## config.mk

```make
export PLATFORM = sky130hd
export DESIGN_NAME = dma_cfg_guard
export DESIGN_NICKNAME = d
export VERILOG_FILES = /design/src/rtl/dma_cfg_pkg.sv /design/src/rtl/dma_cfg_datapath.sv /design/src/rtl/dma_cfg_ctrl.sv /design/src/rtl/dma_cfg_guard.sv
export SDC_FILE = /design/constraint.sdc
export NUM_CORES = 1
export LEC_CHECK = 0
export BUFFER_PORTS_ARGS = -buffer_cell sky130_fd_sc_hd__buf_2
export CAP_MARGIN = 20
export CORE_MARGIN = 2
export CORE_UTILIZATION = 47
export DETAILED_ROUTE_END_ITERATION = 8
export PLACE_DENSITY = 0.76
export SETUP_SLACK_MARGIN = 0.02
export SYNTH_ARGS = -nofsm -noshare
export SYNTH_HDL_FRONTEND = slang
export SYNTH_SLANG_ARGS = --single-unit
export TNS_END_PERCENT = 50
```

## constraint.sdc

```tcl
create_clock -name clk -period 2.8 [get_ports clk]
set_input_delay 0.14 -clock clk [delete_from_list [all_inputs] [get_ports clk]]
set_output_delay 0.14 -clock clk [all_outputs]
set_load 0.02 [all_outputs]
```

## src/rtl/dma_cfg_pkg.sv

```systemverilog
package dma_cfg_pkg;
  typedef enum logic [1:0] {
    WID_BYTE = 2'd0,
    WID_HALF = 2'd1,
    WID_WORD = 2'd2,
    WID_RSVD = 2'd3
  } width_e;

  localparam int CHK_N    = 5;
  localparam int FLAG_N   = 7;
  localparam int F_SRC    = 0;
  localparam int F_DST    = 1;
  localparam int F_COUNT  = 2;
  localparam int F_ENDIAN = 3;
  localparam int F_LOCK   = 4;
  localparam int F_ORDER  = 5;
  localparam int F_REFUSE = 6;

  localparam logic [2:0] A_SRC  = 3'd0;
  localparam logic [2:0] A_DST  = 3'd1;
  localparam logic [2:0] A_XFER = 3'd2;
  localparam logic [2:0] A_CFG  = 3'd3;
  localparam logic [2:0] A_LINK = 3'd4;
  localparam logic [2:0] A_CLR  = 3'd5;

  typedef struct packed {
    logic ldSrc;
    logic ldDst;
    logic ldXfer;
    logic ldCfg;
    logic ldLink;
    logic clrFlags;
  } strobe_t;
endpackage

```

## src/rtl/dma_cfg_datapath.sv

```systemverilog
module dma_cfg_datapath
  import dma_cfg_pkg::*;
#(
  parameter int          ADDR_W      = 32,
  parameter int          CNT_W       = 12,
  parameter logic [31:0] PERIPH_BASE = 32'h4000_0000,
  parameter logic [31:0] PERIPH_MASK = 32'hF000_0000
) (
  input  logic              clk,
  input  logic              rstN,
  input  strobe_t           strb,
  input  logic [ADDR_W-1:0] wrData,
  output logic [CHK_N-1:0]  chk,
  output logic              linkEn,
  output logic              srcPortSel,
  output logic              dstPortSel
);
  localparam int SW_LO = CNT_W;
  localparam int DW_LO = CNT_W + 2;
  localparam int LOCK_BIT = CNT_W + 4;

  logic [ADDR_W-1:0] srcAddrQ, dstAddrQ;
  logic [CNT_W-1:0]  cntQ;
  width_e            srcWQ, dstWQ;
  logic              lockQ, linkQ;
  logic [1:0]        endianQ;

  always_ff @(posedge clk or negedge rstN) begin
    if (!rstN) begin
      srcAddrQ <= '0;
      dstAddrQ <= '0;
      cntQ     <= '0;
      srcWQ    <= WID_BYTE;
      dstWQ    <= WID_BYTE;
      lockQ    <= 1'b0;
      endianQ  <= 2'b00;
      linkQ    <= 1'b0;
    end else begin
      if (strb.ldSrc) srcAddrQ <= wrData;
      if (strb.ldDst) dstAddrQ <= wrData;
      if (strb.ldXfer) begin
        cntQ  <= wrData[CNT_W-1:0];
        srcWQ <= width_e'(wrData[SW_LO+1:SW_LO]);
        dstWQ <= width_e'(wrData[DW_LO+1:DW_LO]);
        lockQ <= wrData[LOCK_BIT];
      end
      if (strb.ldCfg)  endianQ <= wrData[1:0];
      if (strb.ldLink) linkQ   <= wrData[0];
    end
  end

  function automatic logic misaligned(width_e w, logic [1:0] lowBits);
    case (w)
      WID_HALF: misaligned = lowBits[0];
      WID_WORD: misaligned = |lowBits;
      WID_RSVD: misaligned = 1'b1;
      default:  misaligned = 1'b0;
    endcase
  endfunction

  function automatic logic [1:0] effWidth(width_e w);
    effWidth = (w == WID_RSVD) ? 2'd2 : 2'(w);
  endfunction

  logic [1:0] sEff, dEff, ratio;
  logic       countBad;

  always_comb begin
    sEff  = effWidth(srcWQ);
    dEff  = effWidth(dstWQ);
    ratio = (dEff > sEff) ? (dEff - sEff) : 2'd0;
    case (ratio)
      2'd1:    countBad = cntQ[0];
      2'd2:    countBad = |cntQ[1:0];
      default: countBad = 1'b0;
    endcase
  end

  assign chk[F_SRC]    = misaligned(srcWQ, srcAddrQ[1:0]);
  assign chk[F_DST]    = misaligned(dstWQ, dstAddrQ[1:0]);
  assign chk[F_COUNT]  = countBad;
  assign chk[F_ENDIAN] = |endianQ;
  assign chk[F_LOCK]   = lockQ;
  assign linkEn        = linkQ;

  assign srcPortSel = ((srcAddrQ & PERIPH_MASK[ADDR_W-1:0]) == PERIPH_BASE[ADDR_W-1:0]);
  assign dstPortSel = ((dstAddrQ & PERIPH_MASK[ADDR_W-1:0]) == PERIPH_BASE[ADDR_W-1:0]);

  AST_LINK_HOLD: assert property (@(posedge clk) disable iff (!rstN)
    !strb.ldLink |=> $stable(linkQ)) else $error("link enable moved without write");
  AST_LOCK_FROM_WRITE: assert property (@(posedge clk) disable iff (!rstN)
    !strb.ldXfer |=> $stable(chk[F_LOCK])) else $error("lock check moved without write");
endmodule

```

## src/rtl/dma_cfg_ctrl.sv

```systemverilog
module dma_cfg_ctrl
  import dma_cfg_pkg::*;
(
  input  logic              clk,
  input  logic              rstN,
  input  logic              wrEn,
  input  logic [2:0]        wrAddr,
  input  logic [FLAG_N-1:0] clrMask,
  input  logic              chanBusy,
  input  logic              startReq,
  input  logic [CHK_N-1:0]  chk,
  input  logic              linkEn,
  output strobe_t           strb,
  output logic [FLAG_N-1:0] flags,
  output logic              startPermit,
  output logic              startGrant
);
  logic [FLAG_N-1:0] flagsQ, setVec, clrVec;
  logic              permitQ, orderHit;

  always_comb begin
    strb.ldSrc    = wrEn && (wrAddr == A_SRC);
    strb.ldDst    = wrEn && (wrAddr == A_DST);
    strb.ldXfer   = wrEn && (wrAddr == A_XFER);
    strb.ldCfg    = wrEn && (wrAddr == A_CFG);
    strb.ldLink   = wrEn && (wrAddr == A_LINK);
    strb.clrFlags = wrEn && (wrAddr == A_CLR);
  end

  assign orderHit = strb.ldCfg && chanBusy && linkEn;

  always_comb begin
    setVec               = '0;
    setVec[CHK_N-1:0]    = chk;
    setVec[F_ORDER]      = orderHit;
    setVec[F_REFUSE]     = startReq && !permitQ;
    clrVec               = strb.clrFlags ? clrMask : '0;
  end

  always_ff @(posedge clk or negedge rstN) begin
    if (!rstN) begin
      flagsQ  <= '0;
      permitQ <= 1'b0;
    end else begin
      flagsQ  <= setVec | (flagsQ & ~clrVec);
      permitQ <= (chk == '0) && !(orderHit || (flagsQ[F_ORDER] && !clrVec[F_ORDER]));
    end
  end

  assign flags       = flagsQ;
  assign startPermit = permitQ;
  assign startGrant  = startReq && permitQ;

  AST_REFUSE_FLAGGED: assert property (@(posedge clk) disable iff (!rstN)
    startReq && !startPermit |=> flags[F_REFUSE]) else $error("refusal not latched");
  AST_ORDER_CAUGHT: assert property (@(posedge clk) disable iff (!rstN)
    strb.ldCfg && chanBusy && linkEn |=> flags[F_ORDER] && !startPermit) else $error("ordering miss");
  AST_PERMIT_CLEAN: assert property (@(posedge clk) disable iff (!rstN)
    startPermit |-> ($past(chk) == '0)) else $error("permit with failing check");
  AST_GRANT_GATED: assert property (@(posedge clk) disable iff (!rstN)
    startGrant |-> startPermit) else $error("grant without permit");

  for (genvar i = 0; i < FLAG_N; i++) begin : g_sticky
    AST_FLAG_STICKY: assert property (@(posedge clk) disable iff (!rstN)
      $fell(flags[i]) |-> $past(strb.clrFlags && clrMask[i])) else $error("flag dropped");
  end
endmodule

```

## src/rtl/dma_cfg_guard.sv

```systemverilog
module dma_cfg_guard
  import dma_cfg_pkg::*;
#(
  parameter int          ADDR_W      = 32,
  parameter int          CNT_W       = 12,
  parameter logic [31:0] PERIPH_BASE = 32'h4000_0000,
  parameter logic [31:0] PERIPH_MASK = 32'hF000_0000
) (
  input  logic              clk,
  input  logic              rstN,
  input  logic              wrEn,
  input  logic [2:0]        wrAddr,
  input  logic [ADDR_W-1:0] wrData,
  input  logic              chanBusy,
  input  logic              startReq,
  output logic              startPermit,
  output logic              startGrant,
  output logic [FLAG_N-1:0] errFlags,
  output logic              srcPortSel,
  output logic              dstPortSel
);
  strobe_t          strb;
  logic [CHK_N-1:0] chk;
  logic             linkEn;

  dma_cfg_datapath #(
    .ADDR_W(ADDR_W), .CNT_W(CNT_W),
    .PERIPH_BASE(PERIPH_BASE), .PERIPH_MASK(PERIPH_MASK)
  ) i_datapath (
    .clk(clk), .rstN(rstN), .strb(strb), .wrData(wrData),
    .chk(chk), .linkEn(linkEn), .srcPortSel(srcPortSel), .dstPortSel(dstPortSel)
  );

  dma_cfg_ctrl i_ctrl (
    .clk(clk), .rstN(rstN), .wrEn(wrEn), .wrAddr(wrAddr),
    .clrMask(wrData[FLAG_N-1:0]), .chanBusy(chanBusy), .startReq(startReq),
    .chk(chk), .linkEn(linkEn), .strb(strb), .flags(errFlags),
    .startPermit(startPermit), .startGrant(startGrant)
  );
endmodule

```

======== Word-level counts from Yosys, hierarchy flattened ========
Cells that the tools add are included.
word-level totals
  memory bits (read-only) ................. 0
  bits in writable memories ............... 0
  latch bits .............................. 0
  memories ................................ 0
  register bits after elaboration ......... 82
  bits of input ports ..................... 40
operators by class
  muxes and demuxes ....................... 7
  multipliers ............................. 0
  bitwise operators ....................... 3
  shift operators ......................... 0
  divide/modulo/power cells ............... 0
  magnitude comparators ................... 1
  eq/ne operators ......................... 15
  $add $sub $neg .......................... 1
  reduce and logical (&&, ||, !) cells .... 22
operators by type and width
  cell                number
  $logic_and 1x1->1   12
  $eq 2x2->1 const B  5
  $eq 4x3->1 const B  2
  $reduce_or 2->1     4
  $and 7x7->7         1
  $mux 7              1
  $not 7->7           1
  $or 7x7->7          1
  $eq 2x1->1 const B  3
  $eq 3x2->1 const B  2
  $eq 3x3->1 const B  2
  $mux 2              3
  $pmux 1 s3          2
  $logic_not 5->1     1
  $eq 3x1->1 const B  1
  $logic_not 1->1     3
  $logic_not 3->1     1
  $gt 2x2->1          1
  $pmux 1 s2          1
  $sub 2x2->2         1
  $logic_or 1x1->1    1

======== Depth between registers and ports, before layout ========
  depth in word-level cells ............... 8
  mapped depth ............................ 10
  depth with buffers taken out ............ 10

======== By module ========
Synthesis repeated with hierarchy kept, for this count alone.
second synthesis, totals
  cells, all modules ...................... 113
  area total of the unflattened synthesis .. 1496.4 sq um
modules (own cells, without submodules)
  module            cells each  sequential area each (sq um)  area an instance (sq um)  instances
  dma_cfg_datapath  76          550.5                         1092.3                    1
  dma_cfg_ctrl      37          200.2                         404.1                     1

======== Worst setup path after synthesis ========
Ideal clock, no wire load.
  path kind ............................... register -> register
  start ................................... reg i_datapath.dstWQ[1]
  end ..................................... reg i_ctrl.permitQ (netlist: i_ctrl.startPermit)
  path buffers ............................ 0
  clock period less this slack ............ 2.098 ns
  data arrival time ....................... 2.002 ns
  setup time .............................. 0.096 ns
  slack ................................... 0.702 ns
  stages on the path, launching flop included .. 10
  cell sequence ........................... dfrtp_1 > inv_1 > nand2_1 > ha_1 > fa_1 > a211o_1 > ha_1 > o21ai_0 > a21oi_1 > nor4_2
on the way
  cells in the longest elaborated chain, start to end .. 8
  elaborated cells between the ends (all ways) .. 13
RTL lines
  what                                       line                                            RTL
  start, declared                            dma_cfg_datapath.sv:24                          width_e srcWQ, dstWQ;
  start signal, assigned                     dma_cfg_datapath.sv:44                          dstWQ <= width_e'(wrData[DW_LO+1:DW_LO]);
  $eq 2x2->1                                 dma_cfg_datapath.sv:53, dma_cfg_datapath.sv:62
  $mux 2                                     dma_cfg_datapath.sv:62                          effWidth = (w == WID_RSVD) ? 2'd2 : 2'(w);
  $sub 2x2->2 or $gt 2x2->1 (tied branches)  dma_cfg_datapath.sv:71                          ratio = (dEff > sEff) ? (dEff - sEff) : 2'd0;
  $mux 2                                     dma_cfg_datapath.sv:71
  $eq 2x2->1 or $eq 2x1->1 (tied branches)   dma_cfg_datapath.sv:72                          case (ratio)
  $pmux 1 s2                                 dma_cfg_datapath.sv:72
  $logic_not 5->1 (*)                        dma_cfg_ctrl.sv:46                              permitQ <= (chk == '0) && !(orderHit || (flagsQ[F_ORDER] && !clrVec[F_ORDER]));
  $logic_and 1x1->1 (*)                      dma_cfg_ctrl.sv:46
  end signal, assigned                       dma_cfg_ctrl.sv:46
  end, declared                              dma_cfg_ctrl.sv:19                              logic permitQ, orderHit;
Every way passes the cells marked *; elsewhere a longest branch is shown, timed or not.
A chain may end at the register's enable or synchronous reset.

======== Worst setup path in the final report ========
Ends and elaborated chain as after synthesis.

==> flow_metrics.py <==
metrics = {
    "outcome": {
        "outcome": "finished, violations left",
        "violations": "design-rule violations",
    },
    "logic_synthesis": {
        "synthDistinctLibCells": 28,
        "syn_nets": 154,
        "synth_common_cells": "30 x dfrtp_1, 20 x mux2_2, 12 x nand2_1",
        "syn_area_per_cell_um2": 12.84,
        "syn_inst": 109,
        "synthesis.area_um2": 1400,
        "synth_ff_type": "dfrtp_1",
        "ys_ff_latch": 30,
        "synth-warning-count": 0,
        "yosysSeqAreaShare_pct": 53.62,
        "synth_largest_area_cell": "dfrtp_1",
        "synthArstFlopShare_pct": 100.0,
        "synth.most_common_cell": "dfrtp_1",
        "synth_edf_count": 0,
        "synth.area.top_cells": "dfrtp_1 54%, mux2_2 16%, ha_1 3.6%",
        "synth_top_area_share_pct": 53.62,
    },
    "finish": {
        "antennaDiodeCount": 0,
        "fill_cells": 235,
        "syn_to_final_growth_pct": 18.95,
        "drive_gt1_share_pct": 44.97,
        "nets": 193,
    },
    "clocking": {
        "cts_sinks": 30,
        "htree_levels": 2,
        "clkLatencyLatePin_ns": 0.33,
        "cts_buffers": 5,
        "clk_pin_slew_ns": 0.09,
        "clockBufferDepth": 2,
        "cts_setup_buffers": 0,
        "cts_tree": "built",
        "root_buffer": "clkbuf_4",
        "ctsHoldBuffers": 3,
        "post_cts_resized": 0,
    },
    "critical_path": {
        "reg2reg_slack_ns": 0.51,
        "worstReg2RegEnd": "i_ctrl.startPermit",
        "end_kind": "flop",
        "arrival_ns": 2.53,
        "rr_startpoint": "i_datapath.dstWQ[1]",
        "critPathKind": "reg2reg",
        "required_ns": 3.04,
        "reg2reg_depth": 9,
        "path_max_fanout": 3,
        "cp-start-kind": "flop",
        "startpoint": "i_datapath.dstWQ[1]",
    },
    "detailed_routing": {
        "drc": 4,
        "dr_wl_met3_um": 171,
        "wl_met2_mm": 1.304,
        "drtAntennaViolNets": 0,
        "drtIter0Drc": 28,
        "num_vias": 967,
        "first_pass_iters": 6,
        "wire_per_inst_um": 14.35,
        "avgViaCountPerCell": 5.372,
        "dr.max_layer_used": "met4",
        "wl_mm": 2.583,
        "met1_length_mm": 1.052,
    },
    "timing": {
        "period_share_pct": 81.61,
        "finalWorstSetupSlack_ns": 0.5148,
        "timing.fmax_ghz": 0.4376,
        "drv_slew": 0,
        "hold_viol_final": 0,
        "slew_headroom_pct": 55.60,
        "rsz0062_at_grt": "false",
        "tns_ns": 0,
        "fin_worst_skew_ns": 0.006924,
        "period_minus_slack_ns": 2.285,
        "setup_viol": 0,
        "worst_slew_pin_slew_ns": 0.6660,
    },
    "worst_hold_path": {
        "hp-start": "wrData[14]",
        "min_path_cells": 2,
        "hold_class": "in2reg",
        "holdPathEnd": "i_datapath.dstWQ[0]",
    },
    "global_route": {
        "grt_max_degree": 31,
        "grt.overflow.total": 0,
        "antenna_found_initial": 0,
        "grt_pass1_wl_mm": 4.305,
        "grt_use_total_pct": 17.55,
        "grt_pass1_vias": 1013,
    },
    "power": {
        "p_leak_uw": 0.0007486,
        "fin_total_pwr_uw": 1131,
        "vdd_drop_max_uv": 389.9,
        "pwr_density_cell_nw_per_um2": 679.1,
    },
    "placement": {
        "pre_cts_slack_ns": 0.5275,
        "hpwl_mm": 1.929,
        "place.gp.congestion": 0.7464,
        "io_buffers": 34,
    },
    "floorplan": {
        "initial_core_util_pct": 49.91,
        "num_rows": 19,
        "die_area_um2": 3432,
        "placeableCoreArea_um2": 2805,
        "die_h_um": 58.58,
        "die_w_um": 58.58,
        "pin_count": 51,
    },
    "run": {
        "max_cap_violations": 0,
    },
}
## cells by family after synthesis
family	Yosys count	synth area share [%]
simple gates	27	12.78
mux	20	16.09
fa+ha+maj	5	5.005
compound gates	17	8.490
buf+inv	10	4.022
flops	30	53.62
## worst max-delay path, stage by stage, from the launching register on
cell and delay (ns):
dfrtp_1 0.41, inv_1 0.12, nand2_1 0.07, ha_1 0.21
fa_1 0.39, a211o_1 0.30, ha_1 0.18, o21ai_0 0.14
a21oi_1 0.13, nor4_2 0.24
## power breakdown
part / leakage [uW] / internal, uW / switching, uW
clock: 0.0000343 / 120 / 149
combinational: 0.000367 / 143 / 144
sequential: 0.000347 / 519 / 56.0
## sequential cells by signal (all words and copies together), names as in the netlist
| name | flops |
|---|---|
| i_datapath.dstAddrQ | 6 |
| i_datapath.linkEn | 1 |
| i_datapath.endianQ | 2 |
| i_ctrl.startPermit | 1 |
| i_datapath.srcWQ | 2 |
| i_datapath.srcAddrQ | 6 |
| i_ctrl.flags | 7 |
| i_datapath.dstWQ | 2 |
| i_datapath.cntQ | 2 |
| i_datapath.lockQ | 1 |
## per-stage QoR
stage               area [um2]  util (%)  cells  hold WS (ns)
floorplan                 1400         -    109       -0.1556
global placement          1572     56.02    169        0.1997
detailed placement        1572     56.02    169        0.2058
CTS                       1665     59.37    180       0.01332
global route              1665     59.37    180      0.008063
finish                    1665     59.37    180       0.03518
## cell type report
class                   instances  area, um2  area share (%)
flip-flops and latches         30      750.7           45.08
multi-input cells              69      593.1           35.61
repair buffers                 37      200.2           12.02
clock buffers                   6      51.30           3.080
well taps                      31      38.79           2.329
inverters                       5      18.77           1.127
clock inverters                 2      12.51          0.7513
## placed cells by master (no fill, tap or decap)
master,Yosys,final
a21o_1,2,2
clkinv_2,0,1
a22o_1,1,1
nand2_1,12,12
a211o_1,2,2
dlygate4sd3_1,0,3
and4bb_2,2,2
a21boi_2,1,1
nor4_2,1,1
mux2_2,20,20
dfrtp_1,30,30
nor3_1,4,4
clkbuf_8,0,1
o2bb2ai_1,2,2
nor4b_4,1,1
and2_1,1,1
nand4b_1,1,1
ha_1,4,4
inv_1,5,5
nor4b_1,2,2
fa_1,1,1
nor2b_1,1,1
nor2_1,1,1
clkinvlp_4,0,1
o22ai_1,1,1
o21ai_0,4,4
and4b_1,1,1
a21oi_1,3,3
buf_2,0,34
o21bai_1,1,1
clkbuf_4,0,5
## layer usage
metal	vias to the layer above	global-route usage [%]
li1	469	-
met1	463	17.44
met2	30	32.26
met3	5	6.593
met4	0	7.792
met5	-	0
## worst max-delay path by stage
| stage | end | depth (start not counted) |
|---|---|---|
| after floorplan | i_ctrl.startPermit | 9 |
| after global placement | i_ctrl.startPermit | 9 |
| after detailed placement | i_ctrl.startPermit | 9 |
| after CTS | i_ctrl.startPermit | 9 |
| after global routing | i_ctrl.startPermit | 10 |
| final | i_ctrl.startPermit | 9 |
(Power assumes the default switching activity.)
